## config.mk

```make
export PLATFORM = sky130hd
export DESIGN_NAME = sp_word_rate
export DESIGN_NICKNAME = d
export VERILOG_FILES = /design/src/rtl/sp_rate_pkg.sv /design/src/rtl/sp_prescaler.sv /design/src/rtl/sp_bit_divider.sv /design/src/rtl/sp_word_counter.sv /design/src/rtl/sp_word_rate.sv
export SDC_FILE = /design/constraint.sdc
export NUM_CORES = 1
export LEC_CHECK = 0
export BUFFER_PORTS_ARGS = -buffer_cell sky130_fd_sc_hd__buf_4
export CAP_MARGIN = 20
export CORE_MARGIN = 5
export CORE_UTILIZATION = 35
export CTS_CLUSTER_SIZE = 20
export DETAILED_ROUTE_END_ITERATION = 6
export SLEW_MARGIN = 20
export SYNTH_ARGS = -nofsm -noshare
export SYNTH_HDL_FRONTEND = slang
export SYNTH_HIERARCHICAL = 1
export SYNTH_SLANG_ARGS = --single-unit
```

## constraint.sdc

```tcl
create_clock -name clk -period 7.8 [get_ports clk]
set_input_delay 1.17 -clock clk [delete_from_list [all_inputs] [get_ports clk]]
set_output_delay 1.17 -clock clk [all_outputs]
set_load 0.03 [all_outputs]
```

## src/rtl/sp_rate_pkg.sv

```systemverilog
`timescale 1ns/1ps
package sp_rate_pkg;

  // Number of bits in one word for a length code.
  function automatic int unsigned word_bits(input int unsigned len_code);
    return 8 * (len_code + 1);
  endfunction

  // Processor cycles per base tick.
  function automatic int unsigned base_div(input int unsigned fixed_stages,
                                           input bit extra_half);
    return 32'd1 << (fixed_stages + (extra_half ? 1 : 0));
  endfunction

  // Processor cycles per bit enable.
  function automatic longint unsigned bit_period(input int unsigned per,
                                                 input int unsigned fixed_stages,
                                                 input bit extra_half);
    return longint'(base_div(fixed_stages, extra_half)) * longint'(per);
  endfunction

  // Processor cycles per word.
  function automatic longint unsigned word_period(input int unsigned per,
                                                  input int unsigned fixed_stages,
                                                  input bit extra_half,
                                                  input int unsigned len_code);
    return bit_period(per, fixed_stages, extra_half) * longint'(word_bits(len_code));
  endfunction

endpackage

```

## src/rtl/sp_prescaler.sv

```systemverilog
`timescale 1ns/1ps
module sp_prescaler #(
  parameter int FIXED_STAGES = 2
) (
  input  logic clk,
  input  logic rst_n,
  input  logic restart,
  input  logic extra_half,
  output logic base_tick
);
  localparam int NST = FIXED_STAGES + 1;

  logic [NST-1:0] tgl;
  logic [NST:0]   carry;

  assign carry[0] = 1'b1;

  for (genvar s = 0; s < NST; s++) begin : g_stage
    assign carry[s+1] = carry[s] & tgl[s];
    always_ff @(posedge clk or negedge rst_n) begin
      if (!rst_n)          tgl[s] <= 1'b0;
      else if (restart)    tgl[s] <= 1'b0;
      else if (carry[s])   tgl[s] <= ~tgl[s];
    end
  end

  assign base_tick = extra_half ? carry[NST] : carry[FIXED_STAGES];
endmodule

```

## src/rtl/sp_bit_divider.sv

```systemverilog
`timescale 1ns/1ps
module sp_bit_divider #(
  parameter int PER_W = 16
) (
  input  logic             clk,
  input  logic             rst_n,
  input  logic             restart,
  input  logic             base_tick,
  input  logic [PER_W-1:0] period,
  output logic             bit_en
);
  logic [PER_W-1:0] cnt;
  logic             per_zero;
  logic             at_last;

  assign per_zero = (period == '0);
  assign at_last  = (cnt == period - PER_W'(1));
  assign bit_en   = base_tick & ~per_zero & at_last;

  always_ff @(posedge clk or negedge rst_n) begin
    if (!rst_n)                       cnt <= '0;
    else if (restart)                 cnt <= '0;
    else if (base_tick && !per_zero)  cnt <= at_last ? '0 : cnt + PER_W'(1);
  end
endmodule

```

## src/rtl/sp_word_counter.sv

```systemverilog
`timescale 1ns/1ps
module sp_word_counter #(
  parameter int LEN_W = 2,
  localparam int BW = LEN_W + 3
) (
  input  logic             clk,
  input  logic             rst_n,
  input  logic             restart,
  input  logic             bit_en,
  input  logic [LEN_W-1:0] len_code,
  output logic             word_stb,
  output logic [BW-1:0]    bit_idx
);
  logic [BW-1:0] last_idx;

  assign last_idx = BW'(sp_rate_pkg::word_bits(32'(len_code)) - 1);
  assign word_stb = bit_en & (bit_idx == last_idx);

  always_ff @(posedge clk or negedge rst_n) begin
    if (!rst_n)        bit_idx <= '0;
    else if (restart)  bit_idx <= '0;
    else if (bit_en)   bit_idx <= word_stb ? '0 : bit_idx + BW'(1);
  end
endmodule

```

## src/rtl/sp_word_rate.sv

```systemverilog
`timescale 1ns/1ps
module sp_word_rate #(
  parameter int CTL_W        = 32,
  parameter int PER_W        = 16,
  parameter int FIXED_STAGES = 2,
  parameter int LEN_W        = 2,
  parameter int XHALF_POS    = 2,
  parameter int LEN_POS      = 18,
  localparam int BW = LEN_W + 3,
  localparam int CW = PER_W + FIXED_STAGES + 1 + BW
) (
  input  logic             clk,
  input  logic             rst_n,
  input  logic             ctl_wr,
  input  logic [CTL_W-1:0] ctl_data,
  input  logic             per_wr,
  input  logic [PER_W-1:0] per_data,
  output logic             bit_en,
  output logic             word_stb,
  output logic [CW-1:0]    word_cycles
);
  logic             xhalf_q;
  logic [LEN_W-1:0] len_q;
  logic [PER_W-1:0] per_q;

  // Named internal events for the checker.
  logic             restart;
  logic             base_tick;
  logic [BW-1:0]    bit_idx;
  logic [CW-1:0]    bit_cycles_w;
  logic [BW-1:0]    word_bits_w;

  assign restart = ctl_wr | per_wr;

  always_ff @(posedge clk or negedge rst_n) begin
    if (!rst_n) begin
      xhalf_q <= 1'b0;
      len_q   <= '0;
    end else if (ctl_wr) begin
      xhalf_q <= ctl_data[XHALF_POS];
      len_q   <= ctl_data[LEN_POS +: LEN_W];
    end
  end

  always_ff @(posedge clk or negedge rst_n) begin
    if (!rst_n)       per_q <= '0;
    else if (per_wr)  per_q <= per_data;
  end

  sp_prescaler #(.FIXED_STAGES(FIXED_STAGES)) i_pre (
    .clk(clk), .rst_n(rst_n), .restart(restart),
    .extra_half(xhalf_q), .base_tick(base_tick)
  );

  sp_bit_divider #(.PER_W(PER_W)) i_div (
    .clk(clk), .rst_n(rst_n), .restart(restart),
    .base_tick(base_tick), .period(per_q), .bit_en(bit_en)
  );

  sp_word_counter #(.LEN_W(LEN_W)) i_wcnt (
    .clk(clk), .rst_n(rst_n), .restart(restart), .bit_en(bit_en),
    .len_code(len_q), .word_stb(word_stb), .bit_idx(bit_idx)
  );

  assign word_bits_w  = BW'(sp_rate_pkg::word_bits(32'(len_q)));
  assign bit_cycles_w = CW'(sp_rate_pkg::bit_period(32'(per_q), FIXED_STAGES, xhalf_q));
  assign word_cycles  = CW'(sp_rate_pkg::word_period(32'(per_q), FIXED_STAGES,
                                                     xhalf_q, 32'(len_q)));
endmodule

```

==> summary.txt, run 1 <==
Run status
  • Result of the run: finished, final reports clean

Logic synthesis
  • Instance count of the mapped netlist: 619
  • Proportion of synthesized chip area in sequential cells: 19.6%
  • Predominant post-synthesis flop cell: dfrtp_1
  • Async S/R FF share, synth: 100%
  • EDFF count, synth: 0
  • List of most frequent post-synthesis cells: ha_1 (68), inv_1 (55), nand2_1 (54), dfrtp_1 (43), xnor2_1 (36)
  • Total number of yosys warnings: 6
  • Cell types with the largest area share after synthesis: dfrtp_1 (20%), ha_1 (16%), fa_1 (7.7%), mux2_2 (5.9%), xnor2_1 (5.7%)
  • Cell taking the most area after synthesis: dfrtp_1
  • Area of the mapped netlist: 5490 um^2
  • Average footprint of a synthesized cell: 8.87 um^2
  • Number of library cell types mapped by synthesis: 78
  • Share of the synthesized area in the top cell type: 19.6%
  • Most instantiated library cell after synthesis: ha_1
  • Synth Register Bits: 43

Timing
  • Slew at the pin closest to its max-slew limit: 0.873 ns
  • Final Slew Violations: 0
  • Setup repair after global routing missed its margin: false
  • Shortest period the worst path allows: 7.27 ns
  • Clock tree skew after final layout: 0.00451 ns
  • Worst slew slack as a fraction of its limit: 41.3%
  • Worst hold slack: 0.461 ns
  • Fmax: 138 MHz
  • Count of endpoints failing setup in the final report: 0
  • Portion of the clock cycle consumed by the worst path in the final layout: 93.2%
  • Number of endpoints with negative hold slack in the final report: 0
  • Setup slack after layout: 0.533 ns
  • Final setup TNS: 0 ns

Worst setup path
  • Kind of start point of the critical path: flip-flop
  • Largest stage delay on the critical path: 0.57 ns
  • Slowest library cell on the worst path: fa_1
  • Type of the worst setup path: reg2out
  • Critical Path Source: per_q[8]
  • Required time at the worst-slack endpoint: 6.63 ns
  • List of cells traversed by the critical path: and2_1 > ha_1 > ha_1 > ha_1 > inv_1 > fa_1 > inv_1 > ha_1 > ha_1 > a21o_1 > a2111oi_0 > o21bai_1 > xor2_1 > nand2_1 > fa_1 > inv_1 > ha_1 > a21oi_1 > o21ai_0 > a41oi_1 > xor2_1 > buf_4
  • Arrival time of the worst setup path: 6.10 ns
  • Cell with the most instances on the worst path: ha_1
  • Worst-path maximum fanout: 8
  • Critical path endpoint category: output port
  • FF-to-FF Start: per_q[4]
  • Depth of the worst register-to-register path: 10

Drt
  • Routed vias: 4457
  • Detailed Route WL: 12200 um
  • Final antenna-violating net count: 0
  • 1st-pass router iterations: 5
  • DRT iter0 DRCs: 166
  • Per-cell routed wire length: 13.9 um
  • Residual DRC count: 0
  • Ratio of routed vias to standard cells: 5.09

Power
  • Worst vdd ir: 0.000364 V
  • Power per cell area: 271 nW/um^2
  • Leak Pwr: 3.01 nW

Clock network
  • TritonCTS Buffers: 5
  • Clock-pin transition on the worst setup and hold timing paths: 0.06 ns
  • Post-CTS setup buffer count: 0
  • Worst skew pair latency: 0.29 ns
  • H-tree Lvls: 2
  • Post-CTS Hold Buffers: 0
  • Clock tree from TritonCTS: done
  • Maximum clock path buffer count: 2
  • Root buffer selected by CTS: clkbuf_16
  • TritonCTS Sinks: 43

Layout
  • Final-layout fill cell count: 1571
  • Area growth from synthesis to layout: 13.2%
  • Combined flip-flop and latch cell area: 1080 um^2
  • Fraction of layout instances using a drive strength above 1: 16.1%
  • Antenna cell count: 0
  • Area used by multi-input combinational logic: 4150 um^2
  • Number of nets in the finished design: 804
  • Non-filler cells in the finished layout: 875

Floorplan
  • Boundary Pins: 78
  • Die area: 18300 um^2
  • Starting Density: 35.8%
  • Number of rows created at floorplan: 45
  • Die Height: 135 um
  • Std-Cell Core Area: 15300 um^2
  • Horiz. Die Dim: 135 um

Placed design
  • Global placement routability congestion: 0.824
  • Cell count after placement: 867
  • Port bufs: 43
  • DPL Wire Length: 9730 um
  • Placement-stage worst setup slack: 0.732 ns

Global routing
  • Via count of the first global-routing pass: 4657
  • Leftover overflow at the end of global routing: 0
  • Total Routing Usage GR: 13.8%
  • First-pass GRT wire length: 21500 um
  • Largest net degree at the start of global routing: 44
  • Number of antenna violations at the first check in global routing: 0

Min path
  • Min-Delay Path Depth: 1
  • Origin of the worst min-delay path: i_pre/carry[1]
  • Worst hold path type: reg2reg

Run
  • Maximum capacitance violations: 0
[per-layer routing]
metal / share of wire, % / up-vias / track usage (%)
met5: 0 / - / 0
met4: 0.94 / 0 / 2.69
met3: 2.0 / 10 / 1.49
met2: 51 / 51 / 25.5
met1: 46 / 2168 / 17.5
li1: - / 2228 / -
[report_power, final]
group / switching (mW) / total [mW] / internal (mW)
clock: 0.0922 / 0.253 / 0.161
combinational: 0.692 / 1.17 / 0.474
sequential: 0.0292 / 0.262 / 0.233
[timing repair]
item                       in CTS  in global routing
gates resized for setup         0                  1
setup endpoints to repair       0                  2
hold endpoints to repair        0                  0
[critical path: cells and delay by family (launching register included)]
kind	cells	cell delay, ns
AO/OA/AOI/OAI	6	1.52
XOR/XNOR	2	0.45
adder cells (fa/ha/maj)	8	2.66
buffers and inverters	4	0.32
flip-flops	1	0.50
AND/OR/NAND/NOR	2	0.35
[through the flow]
stage               total power [mW]  instance area, um^2  utilization (%)
detailed placement              1.43                 6040             39.4
CTS                             1.70                 6210             40.6
floorplan                       1.12                 5550                -
global placement                1.41                 6040             39.4
global route                    1.83                 6220             40.6
finish                          1.68                 6220             40.6
[path summary, 6_finish.rpt]
path	end	slack [ns]
worst min register to register	i_pre/carry[1]	0.46
worst max register to register	i_wcnt/bit_idx[3]	3.77
max in group asynchronous	xhalf_q	6.51
worst min-delay path	i_pre/carry[1]	0.46
worst max-delay path	word_cycles[23]	0.53
min in group asynchronous	i_wcnt/bit_idx[1]	0.88
[kinds of logic (layout without fill, tap and decap cells)]
family                     Yosys count  count (layout)  share of synthesized area [%]
and+or+nand+nor                    216             216                           21.6
adders and majority gates           89              89                           23.2
other                                1              16                         0.0683
buffers and inverters               79             109                           5.99
xor gates and xnor gates            62              62                           10.1
AOI/OAI and AO/OA                   97              97                           12.9
DFF                                 43              43                           19.6
muxes                               32              32                           6.59
[sequential cells by signal, summed over array words and instances (netlist names)]
register        count
per_q              16
i_div/cnt          16
len_q               2
i_pre/tgl           2
xhalf_q             1
i_pre/carry         1
i_wcnt/bit_idx      5
[final cells by class]
| type | instances | share of cell area [%] |
|---|---|---|
| multi-input combinational | 512 | 66.7 |
| sequential | 43 | 17.3 |
| timing repair buffer | 46 | 5.56 |
| tap | 211 | 4.25 |
| inverter | 55 | 3.32 |
| clock buffer | 6 | 2.23 |
| clock inverter | 2 | 0.624 |
[cells in the final DEF (no fill, tap or decap), types with 4 or more instances in the layout]
cell / count
ha_1: 68
nor3_1: 7
nor4_1: 6
nand4_1: 8
nand2b_1: 19
o21ai_0: 10
fa_1: 21
xnor2_1: 36
buf_4: 46
nand3_1: 15
a21o_1: 16
clkbuf_16: 5
o31ai_1: 5
nor2_1: 29
or3_1: 4
conb_1: 16
inv_1: 55
xor2_1: 25
mux2_2: 29
nor2b_1: 19
and3_1: 13
and2_1: 10
dfrtp_1: 42
a21oi_1: 22
nand3b_1: 4
a31oi_1: 4
nand2_1: 54
or4_1: 6
Power figures use the tool's default switching activity.
==> inputs of run 2 (changes only) <==
Settings changed: ABC_AREA set to 1, CELL_PAD_IN_SITES_DETAIL_PLACEMENT set to 1, CELL_PAD_IN_SITES_GLOBAL_PLACEMENT set to 1, PLACE_DENSITY_LB_ADDON set to 0.1, SYNTH_HIERARCHICAL 1 to not set.
==> run 2 against run 1 <==
Sequential share of layout area decreased by 0.31 points. Global-route usage rose by 2.7 points. Via count up 17%. Highest routed layer unchanged.
==> summary.txt, run 2 <==
Logic synthesis
  • Average footprint of a synthesized cell: 6.86 um^2
  • Number of library cell types mapped by synthesis: 40
  • Predominant post-synthesis flop cell: dfrtp_1
  • Instance count of the mapped netlist: 810
  • Synth Register Bits: 43
  • Share of the synthesized area in the top cell type: 19.4%
  • Area of the mapped netlist: 5550 um^2
  • EDFF count, synth: 0
  • List of most frequent post-synthesis cells: nand2_1 (229), inv_1 (117), ha_1 (64), nor2_1 (63), nand3_1 (57)
  • Total number of yosys warnings: 0
  • Async S/R FF share, synth: 100%
  • Cell types with the largest area share after synthesis: dfrtp_1 (19%), nand2_1 (15%), ha_1 (14%), inv_1 (7.9%), fa_1 (7.6%)
  • Cell taking the most area after synthesis: dfrtp_1
  • Most instantiated library cell after synthesis: nand2_1
  • Proportion of synthesized chip area in sequential cells: 19.4%

Drt
  • 1st-pass router iterations: 4
  • Detailed Route WL: 14600 um
  • Per-cell routed wire length: 13.6 um
  • Residual DRC count: 0
  • Ratio of routed vias to standard cells: 4.83
  • Routed vias: 5198
  • Final antenna-violating net count: 0
  • DRT iter0 DRCs: 195

Placed design
  • Port bufs: 43
  • DPL Wire Length: 12300 um
  • Global placement routability congestion: 0.810

Global routing
  • Leftover overflow at the end of global routing: 0
  • First-pass GRT wire length: 25600 um
  • Number of antenna violations at the first check in global routing: 0
  • Total Routing Usage GR: 16.6%
  • Via count of the first global-routing pass: 5501
  • Largest net degree at the start of global routing: 44

Worst setup path
  • Worst-path maximum fanout: 33
  • Kind of start point of the critical path: flip-flop
  • Largest stage delay on the critical path: 0.93 ns
  • Slowest library cell on the worst path: dfrtp_1
  • Critical path endpoint category: output port
  • Cell with the most instances on the worst path: ha_1
  • Arrival time of the worst setup path: 5.07 ns
  • Type of the worst setup path: reg2out
  • Required time at the worst-slack endpoint: 6.63 ns
  • List of cells traversed by the critical path: o21ai_0 > ha_1 > ha_1 > ha_1 > ha_1 > xnor2_1 > nand2_1 > fa_1 > inv_1 > ha_1 > nand2_1 > a21oi_1 > a211oi_1 > a21boi_0 > nand2_1 > inv_1 > nand3_1 > nand2_1 > buf_4

Layout
  • Final-layout fill cell count: 2065
  • Fraction of layout instances using a drive strength above 1: 9.29%
  • Top Registers: i_div.cnt (16), per_q (16), i_wcnt.bit_idx (5)
  • Area used by multi-input combinational logic: 3970 um^2
  • Number of nets in the finished design: 997
  • Most frequent standard cell in the layout excluding fill and tap cells: nand2_1
  • Antenna cell count: 0
  • Commonest cells after routing, fill and taps aside: nand2_1 (229), inv_1 (117), ha_1 (64)
  • Area growth from synthesis to layout: 13.9%
  • Combined flip-flop and latch cell area: 1080 um^2

Timing
  • Worst slew slack as a fraction of its limit: 39.9%
  • Portion of the clock cycle consumed by the worst path in the final layout: 80.0%
  • Worst hold slack: 0.465 ns
  • Slew at the pin closest to its max-slew limit: 0.902 ns
  • Count of endpoints failing setup in the final report: 0
  • Fmax: 160 MHz
  • Number of endpoints with negative hold slack in the final report: 0
  • Clock tree skew after final layout: 0.00463 ns
  • Final setup TNS: 0 ns
  • Setup repair after global routing missed its margin: false
  • Shortest period the worst path allows: 6.24 ns
  • Final Slew Violations: 0

Clock network
  • TritonCTS Sinks: 43
  • Clock-pin transition on the worst setup and hold timing paths: 0.07 ns
  • H-tree Lvls: 2
  • Clock tree from TritonCTS: done
  • Post-cts gate resize count: 0
  • Worst skew pair latency: 0.29 ns
  • Root buffer selected by CTS: clkbuf_16
  • Maximum clock path buffer count: 2
  • Post-CTS setup buffer count: 0
  • TritonCTS Buffers: 5
  • Post-CTS Hold Buffers: 0

Run status
  • Result of the run: finished, final reports clean

Floorplan
  • Number of rows created at floorplan: 46
  • Horiz. Die Dim: 136 um
  • Starting Density: 35.3%
  • Die Height: 136 um
  • Die area: 18500 um^2
  • Boundary Pins: 78
  • Std-Cell Core Area: 15700 um^2

Run
  • Maximum capacitance violations: 0

Power
  • Leak Pwr: 3.38 nW
  • Total power after layout: 1.68 mW
  • Worst vdd ir: 0.000283 V
  • Power per cell area: 265 nW/um^2

Min path
  • Worst hold path type: reg2reg
## run 2: changes by cell type after synthesis, moves of 11 or more
cell / before / now
nand4_1: 8 / 19
xnor2_1: 36 / 16
o21ai_0: 10 / 48
inv_1: 55 / 117
xor2_1: 25 / 38
nor2b_1: 19 / 1
and3_1: 13 / 1
nand2b_1: 19 / 0
nand3_1: 15 / 57
a21o_1: 16 / 0
mux2_2: 29 / 1
nand2_1: 54 / 229
nor2_1: 29 / 63
## run 2: worst paths after layout
path	startpoint	end	slack, ns	depth (start not counted)
hold reg to reg	i_pre.tgl[1]	i_pre.tgl[1]	0.47	1
max in group asynchronous	rst_n	i_div.cnt[7]	6.51	1
min in group asynchronous	rst_n	per_q[13]	0.89	1
hold / removal	i_pre.tgl[1]	i_pre.tgl[1]	0.47	1
setup reg to reg	per_q[0]	i_div.cnt[8]	5.41	13
setup / recovery	xhalf_q	word_cycles[23]	1.56	19
## run 2: per-stage QoR
step / cell area [um^2] / utilization (%) / worst slack [ns] / instances
final: 6320 / 40.2 / 1.56 / 1077
after global routing: 6320 / 40.2 / 1.03 / 1077
after CTS: 6320 / 40.2 / 1.50 / 1077
after detailed placement: 6130 / 39.0 / 1.84 / 1069
after global placement: 6130 / 39.0 / 1.91 / 1069
after floorplan: 5630 / - / 2.60 / 829
## run 2: routing by layer
metal  up-vias  wire length (um)  global-route usage, %
met3         9               350                   1.96
met2        51              6640                   27.7
met4         0                97                   2.13
met5         -                 0                      0
met1      2505              7510                   23.7
li1       2633                 -                      -
## run 2: layout make-up
type / count / share of cell area [%]
clock buffers: 5 / 1.98
clock inverters: 3 / 1.07
inverters: 127 / 7.62
multi-input cells: 639 / 62.8
flip-flops and latches: 43 / 17.0
well taps: 216 / 4.27
repair buffers: 44 / 5.22
## run 2: worst max-delay path, delay by kind of cell (launching register included)
family | cells | cell delay, ns
buffers and inverters | 3 | 0.29
adders and majority gates | 6 | 2.01
DFF | 1 | 0.93
xor gates and xnor gates | 1 | 0.22
AOI/OAI and AO/OA | 4 | 0.80
and+or+nand+nor | 5 | 0.51
## run 2: logic make-up after synthesis
kind of cell / count (synthesis) / share of synthesized area (%)
xor gates and xnor gates: 55 / 8.92
muxes: 1 / 0.203
buffers and inverters: 147 / 10.4
and+or+nand+nor: 393 / 31.0
adders and majority gates: 85 / 22.0
other: 2 / 0.135
DFF: 43 / 19.4
AOI/OAI and AO/OA: 84 / 7.97
## run 2: where the power goes
| part | internal [mW] | switching (mW) | leakage [nW] |
|---|---|---|---|
| clock | 0.184 | 0.0935 | 0.0900 |
| sequential | 0.233 | 0.0177 | 0.564 |
| combinational | 0.410 | 0.737 | 2.73 |
==> inputs of run 3 (changes only) <==
Clock period 7.8 ns to 5.8 ns, I/O delays scaled along.
==> run 3 against run 2 <==
Hold slack improved by 0.0010 ns. Core utilization is 0.34 points higher. Wire length hardly changed. Clock power grew 36%. Design area grew 0.85%. Combinational power grew 35%. Critical path type unchanged. Critical endpoint unchanged. Highest routed layer unchanged.
==> summary.txt, run 3 (same netlist as run 2, synthesis figures left out) <==
Drt
  • Per-cell routed wire length: 13.5 um
  • DRT iter0 DRCs: 185
  • 1st-pass router iterations: 5
  • Detailed Route WL: 14600 um
  • Ratio of routed vias to standard cells: 4.76
  • Final antenna-violating net count: 0
  • Routed vias: 5159
  • Residual DRC count: 0

Clock network
  • Post-CTS Hold Buffers: 0
  • Maximum clock path buffer count: 2
  • TritonCTS Sinks: 43
  • TritonCTS Buffers: 5
  • Clock tree from TritonCTS: done
  • Clock-pin transition on the worst setup and hold timing paths: 0.07 ns
  • Worst skew pair latency: 0.29 ns
  • H-tree Lvls: 2
  • Root buffer selected by CTS: clkbuf_16

Worst setup path
  • Arrival time of the worst setup path: 4.61 ns
  • Type of the worst setup path: reg2out
  • Required time at the worst-slack endpoint: 4.93 ns
  • Worst-path maximum fanout: 10
  • Internal reg-to-reg setup slack: 3.42 ns
  • Critical path endpoint category: output port
  • Kind of start point of the critical path: flip-flop

Power
  • Comb power frac: 68.5%
  • Switching share of power: 50.5%
  • Relative contribution of the clock network to total power: 16.7%
  • Total power after layout: 2.26 mW
  • Net switching power: 1.14 mW
  • Power per cell area: 355 nW/um^2
  • Cell-internal power: 1.12 mW
  • Worst vdd ir: 0.000475 V
  • Leak Pwr: 3.41 nW
  • Sequential power share: 14.8%

Layout
  • Antenna cell count: 0
  • Top Registers: i_div.cnt (16), per_q (16), i_wcnt.bit_idx (5)
  • Fraction of layout instances using a drive strength above 1: 10.1%
  • End-of-flow core utilization: 40.6%
  • Area growth from synthesis to layout: 14.8%
  • Final Instance Area: 6380 um^2
  • Most frequent standard cell in the layout excluding fill and tap cells: nand2_1
  • Non-filler cells in the finished layout: 1083
  • Commonest cells after routing, fill and taps aside: nand2_1 (229), inv_1 (117), ha_1 (64)
  • Number of nets in the finished design: 1003

Run
  • Maximum capacitance violations: 0

Floorplan
  • Boundary Pins: 78
  • Die Height: 136 um
  • Die area: 18500 um^2
  • Starting Density: 35.3%
  • Std-Cell Core Area: 15700 um^2
  • Horiz. Die Dim: 136 um
  • Number of rows created at floorplan: 46

Min path
  • Worst hold path type: reg2reg

Run status
  • Result of the run: finished, final reports clean

Timing
  • Worst slew slack as a fraction of its limit: 60.2%
  • Count of endpoints failing setup in the final report: 0
  • Shortest period the worst path allows: 5.48 ns
  • Slew at the pin closest to its max-slew limit: 0.597 ns
  • Final Slew Violations: 0
  • Portion of the clock cycle consumed by the worst path in the final layout: 94.5%
  • Clock tree skew after final layout: 0.00385 ns
  • Number of endpoints with negative hold slack in the final report: 0
  • Fmax: 182 MHz
  • Worst hold slack: 0.466 ns

Placed design
  • Port bufs: 43
  • Post-place instance area: 6160 um^2
  • Global placement routability congestion: 0.789
  • DPL Wire Length: 12200 um
  • Cell count after placement: 1073

Global routing
  • Leftover overflow at the end of global routing: 0
  • Total Routing Usage GR: 16.5%
  • First-pass GRT wire length: 25400 um
  • Largest net degree at the start of global routing: 44
  • Number of antenna violations at the first check in global routing: 0
  • Via count of the first global-routing pass: 5359
-- run 3: stage by stage --
| stage | TNS [ns] | setup WS [ns] |
|---|---|---|
| after floorplan | 0 | 0.902 |
| final | 0 | 0.320 |
| after global placement | 0 | 0.456 |
| after detailed placement | 0 | 0.411 |
| after global routing | -0.00236 | -0.00236 |
| after CTS | 0 | 0.0575 |
-- run 3: cell type report --
| class | instances | area (um^2) |
|---|---|---|
| clock buffers | 5 | 125 |
| multi-input cells | 639 | 3980 |
| flip-flops and latches | 43 | 1080 |
| clock inverters | 3 | 67.6 |
| fillers | 2063 | 9340 |
| well taps | 216 | 270 |
| repair buffers | 50 | 375 |
| inverters | 127 | 482 |
-- run 3: critical path: stages (launching register included) --
cell and delay, ns:
dfrtp_4 0.55, nand2_1 0.08, inv_1 0.07, fa_1 0.48, ha_1 0.30, ha_1 0.30, ha_1 0.35, inv_1 0.10
nand3_1 0.09, nand2_1 0.07, inv_1 0.05, nand2_1 0.07, fa_1 0.45, inv_1 0.07, ha_1 0.27, nand2_1 0.11
a21oi_1 0.06, a211oi_2 0.16, a21boi_0 0.19, nand2_1 0.12, inv_1 0.07, nand3_1 0.08, nand2_1 0.07, buf_4 0.15
-- run 3: worst paths after layout --
check,endpoint,from,depth (start not counted)
max,word_cycles[23],xhalf_q,23
min,i_pre.tgl[1],i_pre.tgl[1],1
max reg2reg,i_div.cnt[8],per_q[0],13
min reg2reg,i_pre.tgl[1],i_pre.tgl[1],1
max in group asynchronous,xhalf_q,rst_n,1
min in group asynchronous,per_q[15],rst_n,1
-- run 3: power by group through the flow --
stage          logic [mW]  clock network, mW  registers, mW
2_1_floorplan        1.11                  0          0.332
4_1_cts              1.55              0.385          0.335
5_1_grt              1.75              0.395          0.338
6_report             1.55              0.378          0.334
3_5_place_dp         1.54                  0          0.341
3_3_place_gp         1.51                  0          0.341
-- run 3: per-layer routing --
layer	wire length, um	track usage (%)
met4	59	2.18
met1	7530	24.2
met5	0	0
met3	351	1.89
met2	6660	27.0
-- run 3: what timing repair did --
| item | in CTS | in global routing |
|---|---|---|
| buffers inserted | 0 | 2 |
| gates resized for setup | 0 | 4 |
| setup endpoints to repair | 0 | 6 |
